===== src/rtl/seg_capture_pkg.sv =====
`timescale 1ns/1ps
package seg_capture_pkg;

   // bits taken per address of the line register
   localparam int NIB_W = 4;

   typedef enum logic [1:0] {
      LVL_TOP    = 2'b00,
      LVL_MID_HI = 2'b01,
      LVL_MID_LO = 2'b10,
      LVL_BOTTOM = 2'b11
   } level_e;

   // rail choice from alternation phase, stored bit and the blanking input
   function automatic level_e pick_level(input logic alt, input logic q, input logic show);
      level_e r;
      if (!show) begin
         r = LVL_TOP;
      end else begin
         case ({alt, q})
            2'b00:   r = LVL_MID_HI;
            2'b01:   r = LVL_TOP;
            2'b10:   r = LVL_MID_LO;
            default: r = LVL_BOTTOM;
         endcase
      end
      return r;
   endfunction

endpackage


===== src/rtl/seg_edge_sync.sv =====
`timescale 1ns/1ps
module seg_edge_sync #(
   parameter int STAGES = 2
) (
   input  logic clk,
   input  logic rst_n,
   input  logic async_in,
   output logic fall_pulse
);

   generate
      if (STAGES < 1) begin : g_bad_stages
         $error("seg_edge_sync: STAGES must be at least 1");
      end
   endgenerate

   logic [STAGES-1:0] chain_q;
   logic              last_q;

   generate
      if (STAGES == 1) begin : g_single
         always_ff @(posedge clk or negedge rst_n) begin
            if (!rst_n) chain_q <= '0;
            else        chain_q <= async_in;
         end
      end else begin : g_multi
         always_ff @(posedge clk or negedge rst_n) begin
            if (!rst_n) chain_q <= '0;
            else        chain_q <= {chain_q[STAGES-2:0], async_in};
         end
      end
   endgenerate

   always_ff @(posedge clk or negedge rst_n) begin
      if (!rst_n) last_q <= 1'b0;
      else        last_q <= chain_q[STAGES-1];
   end

   assign fall_pulse = last_q & ~chain_q[STAGES-1];

endmodule


===== src/rtl/seg_nibble_assembler.sv =====
`timescale 1ns/1ps
module seg_nibble_assembler #(
   parameter int NUM_NIBS = 20,
   parameter int ADDR_W   = 7
) (
   input  logic              clk,
   input  logic              rst_n,
   input  logic              shift_fall,
   input  logic              load_fall,
   input  logic              par_mode,
   input  logic              ser_din,
   input  logic [2:0]        par_din,
   input  logic              chain_in,
   output logic              wr_en,
   output logic [ADDR_W-1:0] wr_addr,
   output logic [3:0]        wr_nib,
   output logic              chain_out,
   output logic [1:0]        bit_cnt_o
);

   localparam logic [ADDR_W-1:0] FULL_CNT = ADDR_W'(NUM_NIBS);

   logic [ADDR_W-1:0] nib_cnt;
   logic [1:0]        bit_cnt;
   logic [2:0]        ser_buf;
   logic              full;
   logic              accept;
   logic              nib_done;

   assign full     = (nib_cnt == FULL_CNT);
   // the load strobe wins over a shift edge in the same cycle
   assign accept   = shift_fall & ~chain_in & ~full & ~load_fall;
   assign nib_done = par_mode | (bit_cnt == 2'd3);

   always_ff @(posedge clk or negedge rst_n) begin
      if (!rst_n) begin
         nib_cnt <= '0;
         bit_cnt <= '0;
         ser_buf <= '0;
      end else if (load_fall) begin
         nib_cnt <= '0;
         bit_cnt <= '0;
      end else if (accept) begin
         if (nib_done) begin
            nib_cnt <= nib_cnt + ADDR_W'(1);
            bit_cnt <= '0;
         end else begin
            bit_cnt <= bit_cnt + 2'd1;
            case (bit_cnt)
               2'd0:    ser_buf[0] <= ser_din;
               2'd1:    ser_buf[1] <= ser_din;
               default: ser_buf[2] <= ser_din;
            endcase
         end
      end
   end

   assign wr_en     = accept & nib_done;
   assign wr_addr   = nib_cnt;
   assign wr_nib    = par_mode ? {ser_din, par_din} : {ser_din, ser_buf};
   assign chain_out = ~full;
   assign bit_cnt_o = bit_cnt;

endmodule


===== src/rtl/seg_line_latches.sv =====
`timescale 1ns/1ps
module seg_line_latches
   import seg_capture_pkg::*;
#(
   parameter int NUM_NIBS = 20,
   parameter int ADDR_W   = 7,
   localparam int WIDTH   = NUM_NIBS * NIB_W
) (
   input  logic              clk,
   input  logic              rst_n,
   input  logic              wr_en,
   input  logic [ADDR_W-1:0] wr_addr,
   input  logic [3:0]        wr_nib,
   input  logic              load_fall,
   output logic [WIDTH-1:0]  shadow,
   output logic [WIDTH-1:0]  line_q
);

   generate
      for (genvar g = 0; g < NUM_NIBS; g++) begin : g_nib
         logic       hit;
         logic [3:0] nib_q;

         assign hit = wr_en && (wr_addr == ADDR_W'(g));

         always_ff @(posedge clk or negedge rst_n) begin
            if (!rst_n)   nib_q <= '0;
            else if (hit) nib_q <= wr_nib;
         end

         assign shadow[g*NIB_W +: NIB_W] = nib_q;
      end
   endgenerate

   always_ff @(posedge clk or negedge rst_n) begin
      if (!rst_n)         line_q <= '0;
      else if (load_fall) line_q <= shadow;
   end

endmodule


===== src/rtl/seg_level_encoder.sv =====
`timescale 1ns/1ps
module seg_level_encoder
   import seg_capture_pkg::*;
#(
   parameter int NUM_OUTS = 80
) (
   input  logic [NUM_OUTS-1:0]   line_q,
   input  logic                  frame_alt,
   input  logic                  blank_n,
   output logic [2*NUM_OUTS-1:0] level_code
);

   generate
      for (genvar i = 0; i < NUM_OUTS; i++) begin : g_out
         assign level_code[2*i +: 2] = pick_level(frame_alt, line_q[i], blank_n);
      end
   endgenerate

endmodule


===== src/rtl/seg_capture_core.sv =====
`timescale 1ns/1ps
module seg_capture_core
   import seg_capture_pkg::*;
#(
   parameter int NUM_OUTS    = 80,
   parameter int ADDR_W      = 7,
   parameter int SYNC_STAGES = 2
) (
   input  logic                  clk,
   input  logic                  rst_n,
   input  logic                  shift_clk,
   input  logic                  load_strobe,
   input  logic                  par_mode,
   input  logic                  ser_din,
   input  logic [2:0]            par_din,
   input  logic                  chain_in,
   output logic                  chain_out,
   input  logic                  frame_alt,
   input  logic                  blank_n,
   output logic [2*NUM_OUTS-1:0] level_code
);

   localparam int NUM_NIBS = NUM_OUTS / NIB_W;

   generate
      if ((NUM_OUTS % NIB_W) != 0 || NUM_OUTS < NIB_W) begin : g_bad_outs
         $error("seg_capture_core: NUM_OUTS must be a nonzero multiple of the nibble width");
      end
      if ((1 << ADDR_W) <= NUM_NIBS) begin : g_bad_addr
         $error("seg_capture_core: ADDR_W too small to count a full line");
      end
   endgenerate

   logic                shift_fall;
   logic                load_fall;
   logic                wr_en;
   logic [ADDR_W-1:0]   wr_addr;
   logic [3:0]          wr_nib;
   logic [1:0]          bit_cnt;
   logic [NUM_OUTS-1:0] shadow;
   logic [NUM_OUTS-1:0] line_q;

   seg_edge_sync #(.STAGES(SYNC_STAGES)) u_shift_sync (
      .clk        (clk),
      .rst_n      (rst_n),
      .async_in   (shift_clk),
      .fall_pulse (shift_fall)
   );

   seg_edge_sync #(.STAGES(SYNC_STAGES)) u_load_sync (
      .clk        (clk),
      .rst_n      (rst_n),
      .async_in   (load_strobe),
      .fall_pulse (load_fall)
   );

   seg_nibble_assembler #(.NUM_NIBS(NUM_NIBS), .ADDR_W(ADDR_W)) u_asm (
      .clk        (clk),
      .rst_n      (rst_n),
      .shift_fall (shift_fall),
      .load_fall  (load_fall),
      .par_mode   (par_mode),
      .ser_din    (ser_din),
      .par_din    (par_din),
      .chain_in   (chain_in),
      .wr_en      (wr_en),
      .wr_addr    (wr_addr),
      .wr_nib     (wr_nib),
      .chain_out  (chain_out),
      .bit_cnt_o  (bit_cnt)
   );

   seg_line_latches #(.NUM_NIBS(NUM_NIBS), .ADDR_W(ADDR_W)) u_latch (
      .clk       (clk),
      .rst_n     (rst_n),
      .wr_en     (wr_en),
      .wr_addr   (wr_addr),
      .wr_nib    (wr_nib),
      .load_fall (load_fall),
      .shadow    (shadow),
      .line_q    (line_q)
   );

   seg_level_encoder #(.NUM_OUTS(NUM_OUTS)) u_enc (
      .line_q     (line_q),
      .frame_alt  (frame_alt),
      .blank_n    (blank_n),
      .level_code (level_code)
   );

endmodule


===== config.mk =====
export PLATFORM = sky130hd
export DESIGN_NAME = seg_capture_core
export DESIGN_NICKNAME = d
export VERILOG_FILES = /design/src/rtl/seg_capture_pkg.sv /design/src/rtl/seg_edge_sync.sv /design/src/rtl/seg_nibble_assembler.sv /design/src/rtl/seg_line_latches.sv /design/src/rtl/seg_level_encoder.sv /design/src/rtl/seg_capture_core.sv
export SDC_FILE = /design/constraint.sdc
export NUM_CORES = 1
export LEC_CHECK = 0
export BUFFER_PORTS_ARGS = -buffer_cell sky130_fd_sc_hd__buf_2
export CELL_PAD_IN_SITES_DETAIL_PLACEMENT = 2
export CELL_PAD_IN_SITES_GLOBAL_PLACEMENT = 2
export CORE_MARGIN = 3
export CORE_UTILIZATION = 29
export DETAILED_ROUTE_END_ITERATION = 8
export GPL_TIMING_DRIVEN = 0
export HOLD_SLACK_MARGIN = 0.15
export MAX_ROUTING_LAYER = met4
export PLACE_DENSITY_LB_ADDON = 0.25
export SYNTH_ARGS = -nofsm -noshare
export SYNTH_HDL_FRONTEND = slang
export SYNTH_SLANG_ARGS = --single-unit

===== constraint.sdc =====
create_clock -name clk -period 9.4 [get_ports clk]
set_input_delay 1.88 -clock clk [delete_from_list [all_inputs] [get_ports clk]]
set_output_delay 1.88 -clock clk [all_outputs]
set_load 0.05 [all_outputs]

==> flow_metrics.env, run 1 <==
export IMPL_status="finished, final reports clean"
export IMPL_place_congestion=0.775
export IMPL_drive_above_1_share_pct=34.4
export IMPL_setup_tns_ns=0
export IMPL_synth_seq_cells=178
export IMPL_grt_overflow_total=0
export IMPL_finalHoldViolCount=0
export IMPL_area_growth_pct=22.8
export IMPL_ir_drop_mv=0.109
export IMPL_drc=0
export IMPL_ff2ff_setup_slack_ns=6.72
export IMPL_critical_path_slowest_cell="buf_2"
export IMPL_slew_headroom_pct=36.3
export IMPL_crit_required_ns=7.52
export IMPL_cts_tree="yes"
export IMPL_clock_sinks=178
export IMPL_grt_total_usage_pct=17.1
export IMPL_grt_pass1_vias=7282
export IMPL_drt_wl_total_mm=26.7
export IMPL_crit_chain="buf_2 -> clkbuf_1 -> buf_2 -> buf_2 -> and2_2 -> buf_12 -> buf_4 -> buf_2"
export IMPL_rsz0062_at_grt="no"
export IMPL_dp_hpwl_mm=19.1
export IMPL_slew_violations=0
export IMPL_cts_made_buffers=17
export IMPL_syn_area_sq_um=8890
export IMPL_htree_levels=4
export IMPL_synthCells=884
export IMPL_maxCapViolations=0
export IMPL_critPathKind="in2out"
export IMPL_synth_edff_count=0
export IMPL_die_width_um=181
export IMPL_clk_pin_slew_worst_paths_ns=0.07
export IMPL_postCtsHoldBufs=0
export IMPL_worstMarginPinSlew_ns=0.948
export IMPL_grt_max_degree=103
export IMPL_wl_per_cell_um=18.1
export IMPL_end_kind="output pin"
export IMPL_cts_root_buf="clkbuf_16"
export IMPL_crit_arrival_ns=4.54
export IMPL_core_area_sq_um=30000
export IMPL_placed_cells=1447
export IMPL_synth_avg_cell_area_sq_um=10.1
export IMPL_post_cts_buffers=0
export IMPL_routed_via_density=4.46
export IMPL_ios=173
export IMPL_synth_top_flop_cell="dfrtp_1"
export IMPL_clock_latency_ns=0.44
export IMPL_power_total_mw=1.94
export IMPL_worstPathMaxFanout=62
export IMPL_rows=63
export IMPL_grt_pass1_wl_mm=42.8
export IMPL_port_buffers=171
export IMPL_slowest_delay_ns=0.45
export IMPL_layout_common_cells="239 x nand2_1, 178 x dfrtp_1, 175 x buf_2, 86 x mux2_2, 81 x xnor2_1"
export IMPL_skew_ns=0.0121
export IMPL_setup_viol=0
export IMPL_dr_pass1_iters=4
export IMPL_cts_resized=0
export IMPL_fin_cells=1479
export IMPL_clockBufferDepth=2
export IMPL_antenna_found_initial=0
export IMPL_n_fill_cell=3325
export IMPL_final_common_cell="nand2_1"
export IMPL_num_nets_final=1101
export IMPL_period_minus_slack_ns=6.42
export IMPL_ant_nets=0
export IMPL_start_kind="input pin"
export IMPL_hold_class="reg2reg"
export IMPL_first_iter_violations=193
export IMPL_dieArea_sq_um=32800
export IMPL_post_route_util_pct=36.4
export IMPL_start_util_pct=29.7
export IMPL_power_density_nw_per_um2=178
export IMPL_vias=6601
export IMPL_fin_crit_sh_pct=68.3
export IMPL_crit_path_frequent_cell="buf_2"
export IMPL_yosys_warnings=0
export IMPL_ys_types=33
export IMPL_syn_nets=909
export IMPL_seq_area_frac_synth_pct=50.1
export IMPL_p_leak_nw=5.70
export IMPL_max_freq_ghz=0.156
export IMPL_die_h_um=181
export IMPL_async_flop_share_pct=100
-- worst max-delay path: cells and delay by family --
family | cells | cell delay [ns]
and+or+nand+nor | 1 | 0.44
buffers and inverters | 7 | 2.20
-- synthesized netlist by cell type (3+ instances only) --
master    count  share of area [%]
dfrtp_1     178                 50
o21ai_0       5               0.28
and2_1       81                5.7
nor2_1       27                1.1
buf_4        76                6.4
o21a_1        3               0.25
buf_1         4               0.17
mux2_2       86                 11
buf_2         5               0.28
nand3_1      10               0.56
xnor2_1      81                8.0
nand4_1       3               0.21
ha_1         13                1.8
clkbuf_1     39                1.6
inv_1         8               0.34
nand2b_1      3               0.21
nand2_1     239                 10
-- cells by family after synthesis --
family / count (synthesis) / synth area share (%)
buf+inv: 132 / 8.85
flops: 178 / 50.1
xor+xnor: 81 / 7.98
mux: 88 / 11.1
simple gates: 378 / 19.1
fa+ha+maj: 13 / 1.83
compound gates: 14 / 1.03
-- flip-flops by register name (all words and copies together), names as in the netlist --
signal,flops
u_latch.g_nib.nib_q,80
u_latch.line_q,80
u_asm.wr_addr,7
u_asm.ser_buf,3
u_asm.bit_cnt_o,2
u_load_sync.chain_q,2
u_shift_sync.chain_q,2
u_load_sync.last_q,1
u_shift_sync.last_q,1
-- where the power goes --
part	total, mW	internal [mW]	switching (mW)
logic	0.368	0.101	0.267
clock network	0.766	0.453	0.313
registers	0.806	0.790	0.0165
total	1.94	1.34	0.597
-- area by class of cell --
type                    instances  area (sq um)  area share, %
repair buffers                173           913           8.37
plain buffers                 124           757           6.93
inverters                       8          30.0          0.275
clock buffers                  19           443           4.06
flip-flops and latches        178          4450           40.8
diodes                          1          2.50         0.0229
well taps                     390           488           4.47
clock inverters                12           180           1.65
multi-input cells             574          3650           33.4
-- path summary, 6_finish.rpt --
kind | startpoint | endpoint | depth (start not counted)
hold / removal | u_load_sync.chain_q[0]$_DFF_PN0_ | u_load_sync.chain_q[1]$_DFF_PN0_ | 0
setup / recovery | frame_alt | level_code[47] | 8
min in group asynchronous | rst_n | u_latch.line_q[50]$_DFFE_PN0N_ | 1
setup reg to reg | u_load_sync.chain_q[1]$_DFF_PN0_ | u_latch.g_nib[12].nib_q[3]$_DFFE_PN0P_ | 5
hold reg to reg | u_load_sync.chain_q[0]$_DFF_PN0_ | u_load_sync.chain_q[1]$_DFF_PN0_ | 0
max in group asynchronous | rst_n | u_latch.g_nib[3].nib_q[3]$_DFFE_PN0P_ | 2
-- per-stage QoR --
step	hold WS, ns	worst slack [ns]	area (sq um)
final	0.356	2.98	10900
after global placement	0.339	1.76	10200
after floorplan	0.331	2.79	8890
after detailed placement	0.341	2.87	10300
after CTS	0.357	2.87	10900
after global routing	0.364	2.73	10900
-- routing by layer --
metal	global-route usage (%)	vias up	wire length [um]
li1	-	3084	-
met1	21.9	3361	12200
met2	28.8	138	13300
met3	2.88	18	986
met4	3.53	0	265
met5	-	-	0
Note: power is estimated with default switching activity, not from simulation.
==> run 2, diff against run 1 <==
--- a/config.mk
+++ b/config.mk
@@ -5,6 +5,7 @@
 export SDC_FILE = /design/constraint.sdc
 export NUM_CORES = 1
 export LEC_CHECK = 0
+export ABC_AREA = 1
 export BUFFER_PORTS_ARGS = -buffer_cell sky130_fd_sc_hd__buf_2
 export CELL_PAD_IN_SITES_DETAIL_PLACEMENT = 2
 export CELL_PAD_IN_SITES_GLOBAL_PLACEMENT = 2
==> constraint.sdc (replaced) <==
create_clock -name clk -period 5.7 [get_ports clk]
set_input_delay 1.14 -clock clk [delete_from_list [all_inputs] [get_ports clk]]
set_output_delay 1.14 -clock clk [all_outputs]
set_load 0.05 [all_outputs]
==> flow_metrics.env, run 2 <==
export IMPL_num_nets_final=1355
export IMPL_ant_nets=0
export IMPL_setup_tns_ns=0
export IMPL_die_h_um=184
export IMPL_status="finished, final reports clean"
export IMPL_cts_root_buf="clkbuf_16"
export IMPL_drive_above_1_share_pct=24.7
export IMPL_clk_pin_slew_worst_paths_ns=0.07
export IMPL_synth_avg_cell_area_sq_um=8.03
export IMPL_place_congestion=0.802
export IMPL_layout_common_cells="293 x nand2_1, 184 x buf_2, 178 x dfrtp_1, 162 x o21ai_0, 100 x inv_1"
export IMPL_routed_via_density=4.80
export IMPL_cts_made_buffers=17
export IMPL_htree_levels=4
export IMPL_final_common_cell="nand2_1"
export IMPL_postCtsHoldBufs=0
export IMPL_cts_tree="yes"
export IMPL_n_fill_cell=3606
export IMPL_place_area_sq_um=10500
export IMPL_maxCapViolations=0
export IMPL_synth_top_cell_area_share_pct=48.7
export IMPL_crit_arrival_ns=3.72
export IMPL_die_width_um=184
export IMPL_grt_overflow_total=0
export IMPL_grt_pass1_vias=9214
export IMPL_clock_sinks=178
export IMPL_end_kind="output pin"
export IMPL_place_ws_ns=0.765
export IMPL_area_growth_pct=22.0
export IMPL_crit_start="frame_alt"
export IMPL_synth_top_family_by_area="simple AND/OR/NAND/NOR gates"
export IMPL_synth_edff_count=0
export IMPL_drt_wl_total_mm=32.2
export IMPL_yosysMostFrequentCell="nand2_1"
export IMPL_ys_types=22
export IMPL_first_iter_violations=423
export IMPL_skew_ns=0.0128
export IMPL_power_density_nw_per_um2=277
export IMPL_yosys_area_share_simple_pct=21.4
export IMPL_whs_path_depth=0
export IMPL_worstMarginPinSlew_ns=0.914
export IMPL_r2r_start="u_asm.wr_addr[0]$_DFFE_PN0P_"
export IMPL_critPathKind="in2out"
export IMPL_grt_max_degree=102
export IMPL_rows=64
export IMPL_wl_per_cell_um=18.5
export IMPL_syn_nets=1163
export IMPL_start_kind="input pin"
export IMPL_drc=0
export IMPL_async_flop_share_pct=100
export IMPL_p_leak_nw=5.73
export IMPL_grt_pass1_wl_mm=52.2
export IMPL_ios=173
export IMPL_synth_top_flop_cell="dfrtp_1"
export IMPL_syn_area_sq_um=9140
export IMPL_dr_pass1_iters=4
export IMPL_yosysTopAreaCell="dfrtp_1"
export IMPL_slew_violations=0
export IMPL_fin_cells=1739
export IMPL_synth_area_leaders="dfrtp_1 49%, nand2_1 12%, o21ai_0 8.9%, buf_4 6.2%, nand3_1 4.9%"
export IMPL_reg2reg_to="u_latch.g_nib[0].nib_q[0]$_DFFE_PN0P_"
export IMPL_synthCells=1138
export IMPL_worstPathMaxFanout=69
export IMPL_seq_area_frac_synth_pct=48.7
export IMPL_synth_fa_ha_area_share_pct=1.78
export IMPL_rsz0062_at_grt="no"
export IMPL_post_route_util_pct=36.2
export IMPL_synth_compound_area_share_pct=13.0
export IMPL_synth_commonest_cells="293 x nand2_1, 178 x dfrtp_1, 162 x o21ai_0"
export IMPL_ff2ff_setup_slack_ns=3.52
export IMPL_worst_slack_ns=0.839
export IMPL_setup_viol=0
export IMPL_vias=8346
export IMPL_antenna_found_initial=0
export IMPL_cts_resized=0
export IMPL_dieArea_sq_um=33700
export IMPL_period_minus_slack_ns=4.86
export IMPL_hold_class="reg2reg"
export IMPL_power_total_mw=3.09
export IMPL_core_area_sq_um=30800
export IMPL_clockBufferDepth=2
export IMPL_start_util_pct=29.6
export IMPL_rr_worst_depth=9
export IMPL_post_cts_buffers=0
export IMPL_synth_seq_cells=178
export IMPL_worstHoldStart="u_load_sync.chain_q[0]$_DFF_PN0_"
export IMPL_yosys_warnings=0
export IMPL_synthMuxAreaShare_pct=0.370
export IMPL_worstHoldEndpoint="u_load_sync.chain_q[1]$_DFF_PN0_"
export IMPL_fin_hold_ws_ns=0.351
export IMPL_dp_hpwl_mm=23.4
export IMPL_fin_crit_sh_pct=85.3
export IMPL_port_buffers=171
export IMPL_final_cell_area_sq_um=11100
export IMPL_finalHoldViolCount=0
export IMPL_ir_drop_mv=0.180
export IMPL_slew_headroom_pct=39.0
export IMPL_placed_cells=1707
export IMPL_crit_required_ns=4.56
export IMPL_antenna_cells=0
export IMPL_max_freq_ghz=0.206
export IMPL_clock_latency_ns=0.43
export IMPL_synth_xor_area_share_pct=0.383
export IMPL_grt_total_usage_pct=20.2
==> run 2: changes by cell type after synthesis, moves of 54 or more <==
| cell | delta |
|---|---|
| o21ai_0 | +157 |
| inv_1 | +93 |
| mux2_2 | -83 |
| and2_1 | -81 |
| xnor2_1 | -81 |
| nand3_1 | +80 |
| a21oi_1 | +74 |
| nand2_1 | +54 |
==> run 2: kinds of logic (layout without fill, tap and decap cells) <==
kind of cell,Yosys count,count (layout)
flops,178,178
xor+xnor,4,4
mux,3,3
compound gates,238,238
buf+inv,246,451
fa+ha+maj,13,13
simple gates,456,456
==> run 2: power breakdown <==
| group | internal [mW] | total, mW | switching, mW | leakage, nW |
|---|---|---|---|---|
| Combinational | 0.129 | 0.581 | 0.452 | 2.98 |
| Sequential | 1.29 | 1.30 | 0.0137 | 2.46 |
| Clock | 0.638 | 1.20 | 0.565 | 0.286 |
| Total | 2.06 | 3.09 | 1.03 | 5.73 |
==> run 2: final cells by class <==
type	count	area [sq um]	share of cell area, %
inverter	102	383	3.44
clock inverter	14	160	1.44
timing repair buffer	173	913	8.19
buffer	144	918	8.24
clock buffer	18	439	3.94
tap	396	495	4.45
sequential	178	4450	40.0
multi-input combinational	714	3380	30.3
==> run 2: how the worst max path moves through the flow <==
stage,cells after the start,end
2_1_floorplan,6,level_code[101]
3_3_place_gp,8,level_code[73]
3_5_place_dp,9,level_code[149]
4_1_cts,9,level_code[149]
5_1_grt,9,level_code[43]
6_report,9,level_code[149]
==> run 2: metal layers <==
layer / part of all wire (%) / GRT usage [%] / wire (um)
met1: 46 / 25.9 / 14600
met2: 48 / 33.8 / 15500
met3: 4.3 / 3.15 / 1400
met4: 1.9 / 5.09 / 614
met5: 0 / - / 0
==> run 2: worst max-delay path, cell delays in order <==
cell and delay, ns:
buf_2 0.16, clkbuf_1 0.67, buf_2 0.46, buf_2 0.31, nand2_1 0.09, inv_2 0.16
buf_12 0.27, buf_4 0.16, buf_2 0.25
